### src/rtl/spiclk_pkg.sv
// Shared types for the SPI clock rate generator.
package spiclk_pkg;
    // Which divider path sets the strobe spacing.
    typedef enum logic {
        PATH_POW2   = 1'b0,
        PATH_LINEAR = 1'b1
    } path_e;
endpackage

### src/rtl/spiclk_ratio_sel.sv
// Ratio selector: derives the half-period length and the full divide ratio
// from the two divide codes and the path select.
// Assumes: HALF_W is wide enough to hold 2^(2^POW2_W - 1 + 1) and 2^LIN_W.
// Purely combinational.
module spiclk_ratio_sel
    import spiclk_pkg::*;
#(
    parameter int POW2_W  = 3,
    parameter int LIN_W   = 8,
    parameter int HALF_W  = 9,
    parameter int RATIO_W = 10
) (
    input  logic [POW2_W-1:0]  pow2_code_i,
    input  logic [LIN_W-1:0]   lin_code_i,
    input  logic               path_sel_i,
    output logic [HALF_W-1:0]  half_o,
    output logic [RATIO_W-1:0] ratio_o
);
    localparam int SH_W = POW2_W + 1;

    logic [SH_W-1:0]   pow2_shift;
    logic [HALF_W-1:0] pow2_half;
    logic [HALF_W-1:0] lin_half;
    path_e             path;

    // Half period per path: 2^(N+1) or N+1 source cycles.
    always_comb begin
        pow2_shift = SH_W'(pow2_code_i) + SH_W'(1);
        pow2_half  = HALF_W'(1) << pow2_shift;
        lin_half   = HALF_W'(lin_code_i) + HALF_W'(1);
        path       = path_e'(path_sel_i);
        half_o     = (path == PATH_LINEAR) ? lin_half : pow2_half;
        ratio_o    = RATIO_W'({half_o, 1'b0});
    end
endmodule

### src/rtl/spiclk_half_counter.sv
// Half-period counter: counts source cycles and raises a one-cycle strobe
// each time a half period of the serial clock ends. It tracks which half
// of the period is running, so the caller can spot the end of a period.
// Assumes: half_i >= 1, and half_i changes only while the count is zero.
module spiclk_half_counter #(
    parameter int HALF_W = 9
) (
    input  logic              clk_i,
    input  logic              rst_ni,
    input  logic              en_i,
    input  logic              start_i,
    input  logic [HALF_W-1:0] half_i,
    output logic              wrap_o,
    output logic              phase_o,
    output logic              tick_o
);
    logic [HALF_W-1:0] cnt_q;
    logic              phase_q;
    logic              tick_q;

    // Last cycle of a half period while running freely.
    assign wrap_o  = en_i && !start_i && (cnt_q == half_i - HALF_W'(1));
    assign phase_o = phase_q;
    assign tick_o  = tick_q;

    // Count, flip the half-period phase and emit the strobe.
    always_ff @(posedge clk_i) begin
        if (!rst_ni || !en_i || start_i) begin
            cnt_q   <= '0;
            phase_q <= 1'b0;
            tick_q  <= 1'b0;
        end else if (wrap_o) begin
            cnt_q   <= '0;
            phase_q <= !phase_q;
            tick_q  <= 1'b1;
        end else begin
            cnt_q   <= cnt_q + HALF_W'(1);
            tick_q  <= 1'b0;
        end
    end

    // the count never reaches the half-period length.
    p_cnt_in_range_r4: assert property (@(posedge clk_i) disable iff (!rst_ni)
        cnt_q < half_i);

    // a disabled generator emits no strobe.
    p_idle_quiet_r6: assert property (@(posedge clk_i) disable iff (!rst_ni)
        !en_i |=> !tick_o);

    // a burst start clears the count and suppresses the strobe.
    p_restart_r5: assert property (@(posedge clk_i) disable iff (!rst_ni)
        (en_i && start_i) |=> (cnt_q == '0 && !tick_o && !phase_q));
endmodule

### src/rtl/spiclk_gen.sv
// Dual-path SPI clock rate generator (top). Selects a power-of-two or a
// linear divide and paces the serial clock through a half-period counter.
// The selected ratio is captured while idle, at a burst start, and at each
// serial-clock period boundary, so the setting never changes inside a period.
// Assumes: synchronous active-low reset; one clock domain.
module spiclk_gen #(
    parameter int POW2_W = 3,
    parameter int LIN_W  = 8,
    localparam int POW2_BITS = (1 << POW2_W) + 2,
    localparam int LIN_BITS  = LIN_W + 2,
    localparam int RATIO_W   = (POW2_BITS > LIN_BITS) ? POW2_BITS : LIN_BITS,
    localparam int HALF_W    = RATIO_W - 1
) (
    input  logic               clk_i,
    input  logic               rst_ni,
    input  logic               en_i,
    input  logic               start_i,
    input  logic               path_sel_i,
    input  logic [POW2_W-1:0]  pow2_code_i,
    input  logic [LIN_W-1:0]   lin_code_i,
    output logic               tick_o,
    output logic [RATIO_W-1:0] ratio_o
);
    logic [HALF_W-1:0]  live_half;
    logic [RATIO_W-1:0] live_ratio;
    logic [HALF_W-1:0]  half_q;
    logic [RATIO_W-1:0] ratio_q;
    logic               wrap;
    logic               phase;
    logic               period_end;
    logic               load;

    spiclk_ratio_sel #(
        .POW2_W (POW2_W),
        .LIN_W  (LIN_W),
        .HALF_W (HALF_W),
        .RATIO_W(RATIO_W)
    ) u_sel (
        .pow2_code_i(pow2_code_i),
        .lin_code_i (lin_code_i),
        .path_sel_i (path_sel_i),
        .half_o     (live_half),
        .ratio_o    (live_ratio)
    );

    spiclk_half_counter #(
        .HALF_W(HALF_W)
    ) u_cnt (
        .clk_i  (clk_i),
        .rst_ni (rst_ni),
        .en_i   (en_i),
        .start_i(start_i),
        .half_i (half_q),
        .wrap_o (wrap),
        .phase_o(phase),
        .tick_o (tick_o)
    );

    // A period ends on the wrap that closes its second half.
    assign period_end = wrap && phase;
    assign load       = !en_i || start_i || period_end;
    assign ratio_o    = ratio_q;

    // Capture the selected ratio only at the safe points.
    always_ff @(posedge clk_i) begin
        if (!rst_ni) begin
            half_q  <= HALF_W'(2);
            ratio_q <= RATIO_W'(4);
        end else if (load) begin
            half_q  <= live_half;
            ratio_q <= live_ratio;
        end
    end

    // the ratio in force holds steady inside a running period.
    p_ratio_hold_r7: assert property (@(posedge clk_i) disable iff (!rst_ni)
        (en_i && !start_i && !period_end) |=> $stable(ratio_o));

    // any ratio in force is even and at least 2.
    p_ratio_even_r1: assert property (@(posedge clk_i) disable iff (!rst_ni)
        (ratio_o[0] == 1'b0) && (ratio_o >= RATIO_W'(2)));
endmodule

### config.mk
export PLATFORM = sky130hd
export DESIGN_NAME = spiclk_gen
export DESIGN_NICKNAME = d
export VERILOG_FILES = /design/src/rtl/spiclk_pkg.sv /design/src/rtl/spiclk_ratio_sel.sv /design/src/rtl/spiclk_half_counter.sv /design/src/rtl/spiclk_gen.sv
export SDC_FILE = /design/constraint.sdc
export NUM_CORES = 1
export LEC_CHECK = 0
export BUFFER_PORTS_ARGS = -buffer_cell sky130_fd_sc_hd__buf_2
export CAP_MARGIN = 20
export CORE_MARGIN = 4
export CORE_UTILIZATION = 40
export DETAILED_ROUTE_END_ITERATION = 7
export PLACE_DENSITY_LB_ADDON = 0.15
export SLEW_MARGIN = 40
export SYNTH_ARGS = -nofsm -noshare
export SYNTH_HDL_FRONTEND = slang
export SYNTH_HIERARCHICAL = 1
export SYNTH_SLANG_ARGS = --single-unit
### constraint.sdc
create_clock -name clk_i -period 7.7 [get_ports clk_i]
set_input_delay 0.385 -clock clk_i [delete_from_list [all_inputs] [get_ports clk_i]]
set_output_delay 0.385 -clock clk_i [all_outputs]
set_load 0.03 [all_outputs]
After elaboration in Yosys (flattened, before gate mapping)
Cells that the tools add are included.

storage, ports and cells
  output and inout port bits = 11
  register bits = 20

operators by class
  add/sub/neg operators = 4
  shift operators = 1
  reductions and logical operators = 12
  mux-type cells = 2
  equal/unequal tests = 1

operators by type and width
  operator                                           count
  adder 8 x 1 -> 9 bit (second input constant)       1
  adder 9 x 1 -> 9 bit (second input constant)       1
  equality test 9 bit                                1
  two-way mux 9 bit                                  1
  left shift 1 x 4 -> 9 bit (first input constant)   1
  subtractor 9 x 1 -> 9 bit (second input constant)  1
  adder 3 x 1 -> 4 bit (second input constant)       1
  logical NOT 1 bit                                  4
  logical OR 1 bit                                   4
  logical AND 1 bit                                  3
  OR reduction 2 bit                                 1
  two-way mux 1 bit                                  1

Longest topological paths before layout
  depth in word-level cells = 5
  gate-level depth with buffers = 10

By module
Netlist, hierarchy kept.

by module, submodules not included
  module               cells an instance  times used  area each (sq um)
  spiclk_gen           84                 1           789.5
  spiclk_half_counter  84                 1           734.5
  spiclk_ratio_sel     49                 1           316.6

Worst setup path after synthesis
No wires, ideal clock.

  kind = reg2reg
  from = reg half_q[0]
  to = reg ratio_q[3], in the netlist ratio_o[3]
  setup time = 0.072 ns
  required time = 7.628 ns
  stages on the path, launching flop included = 11
  arrival time = 2.482 ns
  buffers on the path = 2
  path slack = 5.147 ns
  period minus slack after synthesis = 2.553 ns
  path through = dfxtp_1 inv_1 ha_1 or3b_4 or4_4 xnor2_2 o2111a_1 a211oi_2 buf_6 buf_12 mux2i_1

between the ends
  longest elaborated chain between the ends = 5

RTL lines
  element                    line                       source
  from (decl)                spiclk_gen.sv:26           logic [HALF_W-1:0] half_q;
  from (signal assigned)     spiclk_gen.sv:70           half_q <= live_half;
  subtractor 9 x 1 -> 9 bit  spiclk_half_counter.sv:22  assign wrap_o = en_i && !start_i && (cnt_q == half_i - HALF_W'(1));
  equality test 9 bit        spiclk_half_counter.sv:22
  logical AND 1 bit          spiclk_half_counter.sv:22
  named net wrap             spiclk_gen.sv:28           logic wrap;
  logical AND 1 bit          spiclk_gen.sv:60           assign period_end = wrap && phase;
  logical OR 1 bit           spiclk_gen.sv:61           assign load = !en_i || start_i || period_end;
  to (signal assigned)       spiclk_gen.sv:71           ratio_q <= live_ratio;
  to (decl)                  spiclk_gen.sv:27           logic [RATIO_W-1:0] ratio_q;

The timed path passes the listed nets, and every way through them passes these cells.
A chain may end at the register's enable or synchronous reset.

Worst setup path in the final report
  from = reg half_q[0]
  to = reg half_q[4]

between the ends
  longest elaborated chain between the ends = 5

RTL lines
  element                    line
  subtractor 9 x 1 -> 9 bit  spiclk_half_counter.sv:22
  equality test 9 bit        spiclk_half_counter.sv:22
  logical AND 1 bit          spiclk_half_counter.sv:22
  named net wrap             spiclk_gen.sv:28
  logical AND 1 bit          spiclk_gen.sv:60
  logical OR 1 bit           spiclk_gen.sv:61

The timed path passes the listed nets, and every way through them passes these cells.

==> flow_metrics.py <==
metrics = {
    "grt": {
        "grt_max_degree": 42,
        "grt_pass1_wl_um": 5830,
        "globalRoute.totalOverflow": 0,
        "antenna_found_initial": 0,
        "grt_pass1_vias": 1267,
        "grt_use_total_pct": 13.4,
    },
    "worst_hold_path": {
        "hold_path.class": "primary input to register",
        "holdPathStages": 4,
        "min_to": "half_q[0]",
        "hold_start": "lin_code_i[0]",
    },
    "sta": {
        "fin_crit_ns": 2.77,
        "finalCritPeriodShare_pct": 36.0,
        "rsz0062_at_grt": "no",
        "worst_pin_slew_ns": 0.652,
        "setup_viol": 0,
        "timing.final.ws_setup_ns": 4.93,
        "slew_headroom_pct": 56.1,
        "drv_slew": 0,
        "setup_tns_ns": 0,
        "clock_skew_ns": 0.00403,
        "final_hold_viol_count": 0,
        "holdWs_ns": 0.428,
        "fmax_ghz": 0.361,
    },
    "clocking": {
        "clk_latency_ns": 0.28,
        "cts_made_buffers": 5,
        "post_cts_buffers": 0,
        "hold_buffers": 0,
        "cts_tree": "yes",
        "htree_levels": 2,
        "cts_root_buf": "clkbuf_8",
        "clkTransAtPathRegs_ns": 0.07,
        "postCtsResizedCells": 0,
        "clock_sink_count": 30,
        "clk_path_buf_depth": 2,
    },
    "die": {
        "chipWidth_um": 75.8,
        "ios": 27,
        "die_y_um": 75.8,
        "rows": 24,
        "initial_core_util_pct": 41.7,
        "coreArea_um2": 4410,
        "dieArea_um2": 5750,
    },
    "placed_design": {
        "dpl.hpwl_um": 2550,
        "place_area_um2": 1920,
        "pre_cts_ws_ns": 4.94,
        "place.gp.congestion": 0.775,
        "dp_cells": 278,
        "io_buffers": 26,
    },
    "yosys": {
        "netlist_area_um2": 1840,
        "synth_top_area_cell": "dfxtp_1",
        "async_flop_share_pct": 0,
        "synth_ff_type": "dfxtp_1",
        "synth.distinct_cells": 44,
        "avgSynthCellArea_um2": 8.48,
        "yosysSeqAreaShare_pct": 32.6,
        "synthesis.instances": 217,
        "synth-edff-count": 0,
        "netlist.area_leader.share_pct": 32.6,
        "yosysWarningCount": 6,
        "ys_ff_latch": 30,
        "synth_fp_nets": 236,
        "synth_area_leaders": "dfxtp_1, mux2i_1, nand2_1",
    },
    "worst_setup_path": {
        "slowest_stage": "or4_4",
        "reg2reg_to": "half_q[4]",
        "path_cells": "inv_1 -> ha_1 -> or3b_4 -> or4_4 -> xnor2_2 -> o2111a_1 -> a211oi_4 -> buf_4 -> mux2i_1",
        "cp.required_ns": 7.91,
        "crit_buf_inv": 2,
        "critPathMaxFanout": 19,
        "r2r_cells": 9,
        "startpoint_type": "register",
        "worstSetupPathType": "register to register",
        "crit_path_end_kind": "register",
        "rrSetupSlack_ns": 4.93,
        "worstPathArrival_ns": 2.98,
        "max_stage_delay_ns": 0.50,
        "reg2reg_from": "half_q[0]",
        "crit_family": "simple AND/OR/NAND/NOR gates",
    },
    "finish": {
        "fin_cells": 286,
        "antenna_cells": 0,
        "final_layout_size_suffix_gt1_share_pct": 19.2,
        "layout_common_cells": "nand2_1, dfxtp_1, buf_2",
        "nNetsFinal": 252,
        "layout_commonest_cell": "nand2_1",
        "final_util_pct": 45.6,
        "fin_area_um2": 2010,
        "syn2layout_area_growth_pct": 9.31,
    },
    "detailed_routing": {
        "routedWlPerCell_um": 12.2,
        "num_vias": 1411,
        "drt-initial-drc-count": 83,
        "via_per_inst": 4.93,
        "drt_first_pass_iters": 4,
        "wirelength_um": 3480,
        "drc": 0,
        "ant_nets": 0,
    },
    "run_status": {
        "status": "completed",
    },
    "power_and_ir_drop": {
        "p_leak_nw": 0.836,
        "cellPowerDensity_nw_per_um2": 180,
        "vdd_drop_max_v": 0.0000716,
        "totalPowerFinal_mw": 0.362,
    },
    "job": {
        "cap_violations": 0,
    },
}
[metal layers]
metal / routed length (µm) / GRT usage, % / part of all wire (%)
met3: 137 / 3.17 / 3.9
met5: 0 / 0 / 0
met1: 1820 / 18.4 / 52
met4: 59 / 5.24 / 1.7
met2: 1470 / 20.1 / 42
[synth_stat cells (2+ instances only)]
| master | number |
|---|---|
| a211oi_2 | 2 |
| a21o_1 | 2 |
| and3_1 | 4 |
| buf_2 | 4 |
| buf_4 | 10 |
| clkbuf_1 | 2 |
| dfxtp_1 | 30 |
| ha_1 | 3 |
| inv_1 | 6 |
| mux2i_1 | 19 |
| nand2_1 | 43 |
| nand2b_1 | 3 |
| nand3_1 | 9 |
| nand3_2 | 2 |
| nand4_1 | 2 |
| nor2_1 | 15 |
| nor2b_1 | 7 |
| nor3_1 | 3 |
| o21ai_0 | 2 |
| o31ai_1 | 2 |
| or3_1 | 2 |
| xnor2_1 | 12 |
| xor2_1 | 12 |
[cell type report]
| type | count | area (µm²) |
|---|---|---|
| clock inverters | 2 | 12.5 |
| fillers | 450 | 2400 |
| repair buffers | 27 | 138 |
| inverters | 6 | 22.5 |
| well taps | 52 | 65.1 |
| flip-flops and latches | 30 | 601 |
| clock buffers | 6 | 82.6 |
| multi-input cells | 163 | 1090 |
[state kept, by name (all words and copies together), names as in the netlist]
register	cells
half_q	9
ratio_o	10
u_cnt/cnt_q	9
u_cnt/phase_o	1
u_cnt/tick_o	1
[worst max-delay path by stage]
stage | from | to | slack, ns | cells past startpoint
detailed placement | half_q[0] | half_q[4] | 4.94 | 9
CTS | half_q[0] | half_q[4] | 4.91 | 9
global route | half_q[0] | half_q[8] | 4.80 | 9
floorplan | half_q[0] | ratio_o[3] | 5.15 | 10
global placement | half_q[0] | half_q[5] | 5.00 | 9
finish | half_q[0] | half_q[4] | 4.93 | 9
[cells by family after synthesis]
family / share of synthesized area [%]
DFF: 32.6
muxes: 10.3
buffers and inverters: 8.50
AOI/OAI and AO/OA: 7.95
xor gates and xnor gates: 12.3
other: 0.204
adders and majority gates: 2.04
and+or+nand+nor: 26.0
[power by group]
part | switching, mW | total (mW) | internal (mW)
Sequential | 0.00548 | 0.167 | 0.162
Combinational | 0.0356 | 0.0606 | 0.0250
Clock | 0.0626 | 0.134 | 0.0717
Total | 0.104 | 0.362 | 0.258
[worst reg2reg max path, stage by stage (launching register included)]
cell,delay (ns)
dfxtp_1,0.35
inv_1,0.07
ha_1,0.20
or3b_4,0.41
or4_4,0.50
xnor2_2,0.16
o2111a_1,0.19
a211oi_4,0.23
buf_4,0.35
mux2i_1,0.24
(Power assumes the default switching activity.)
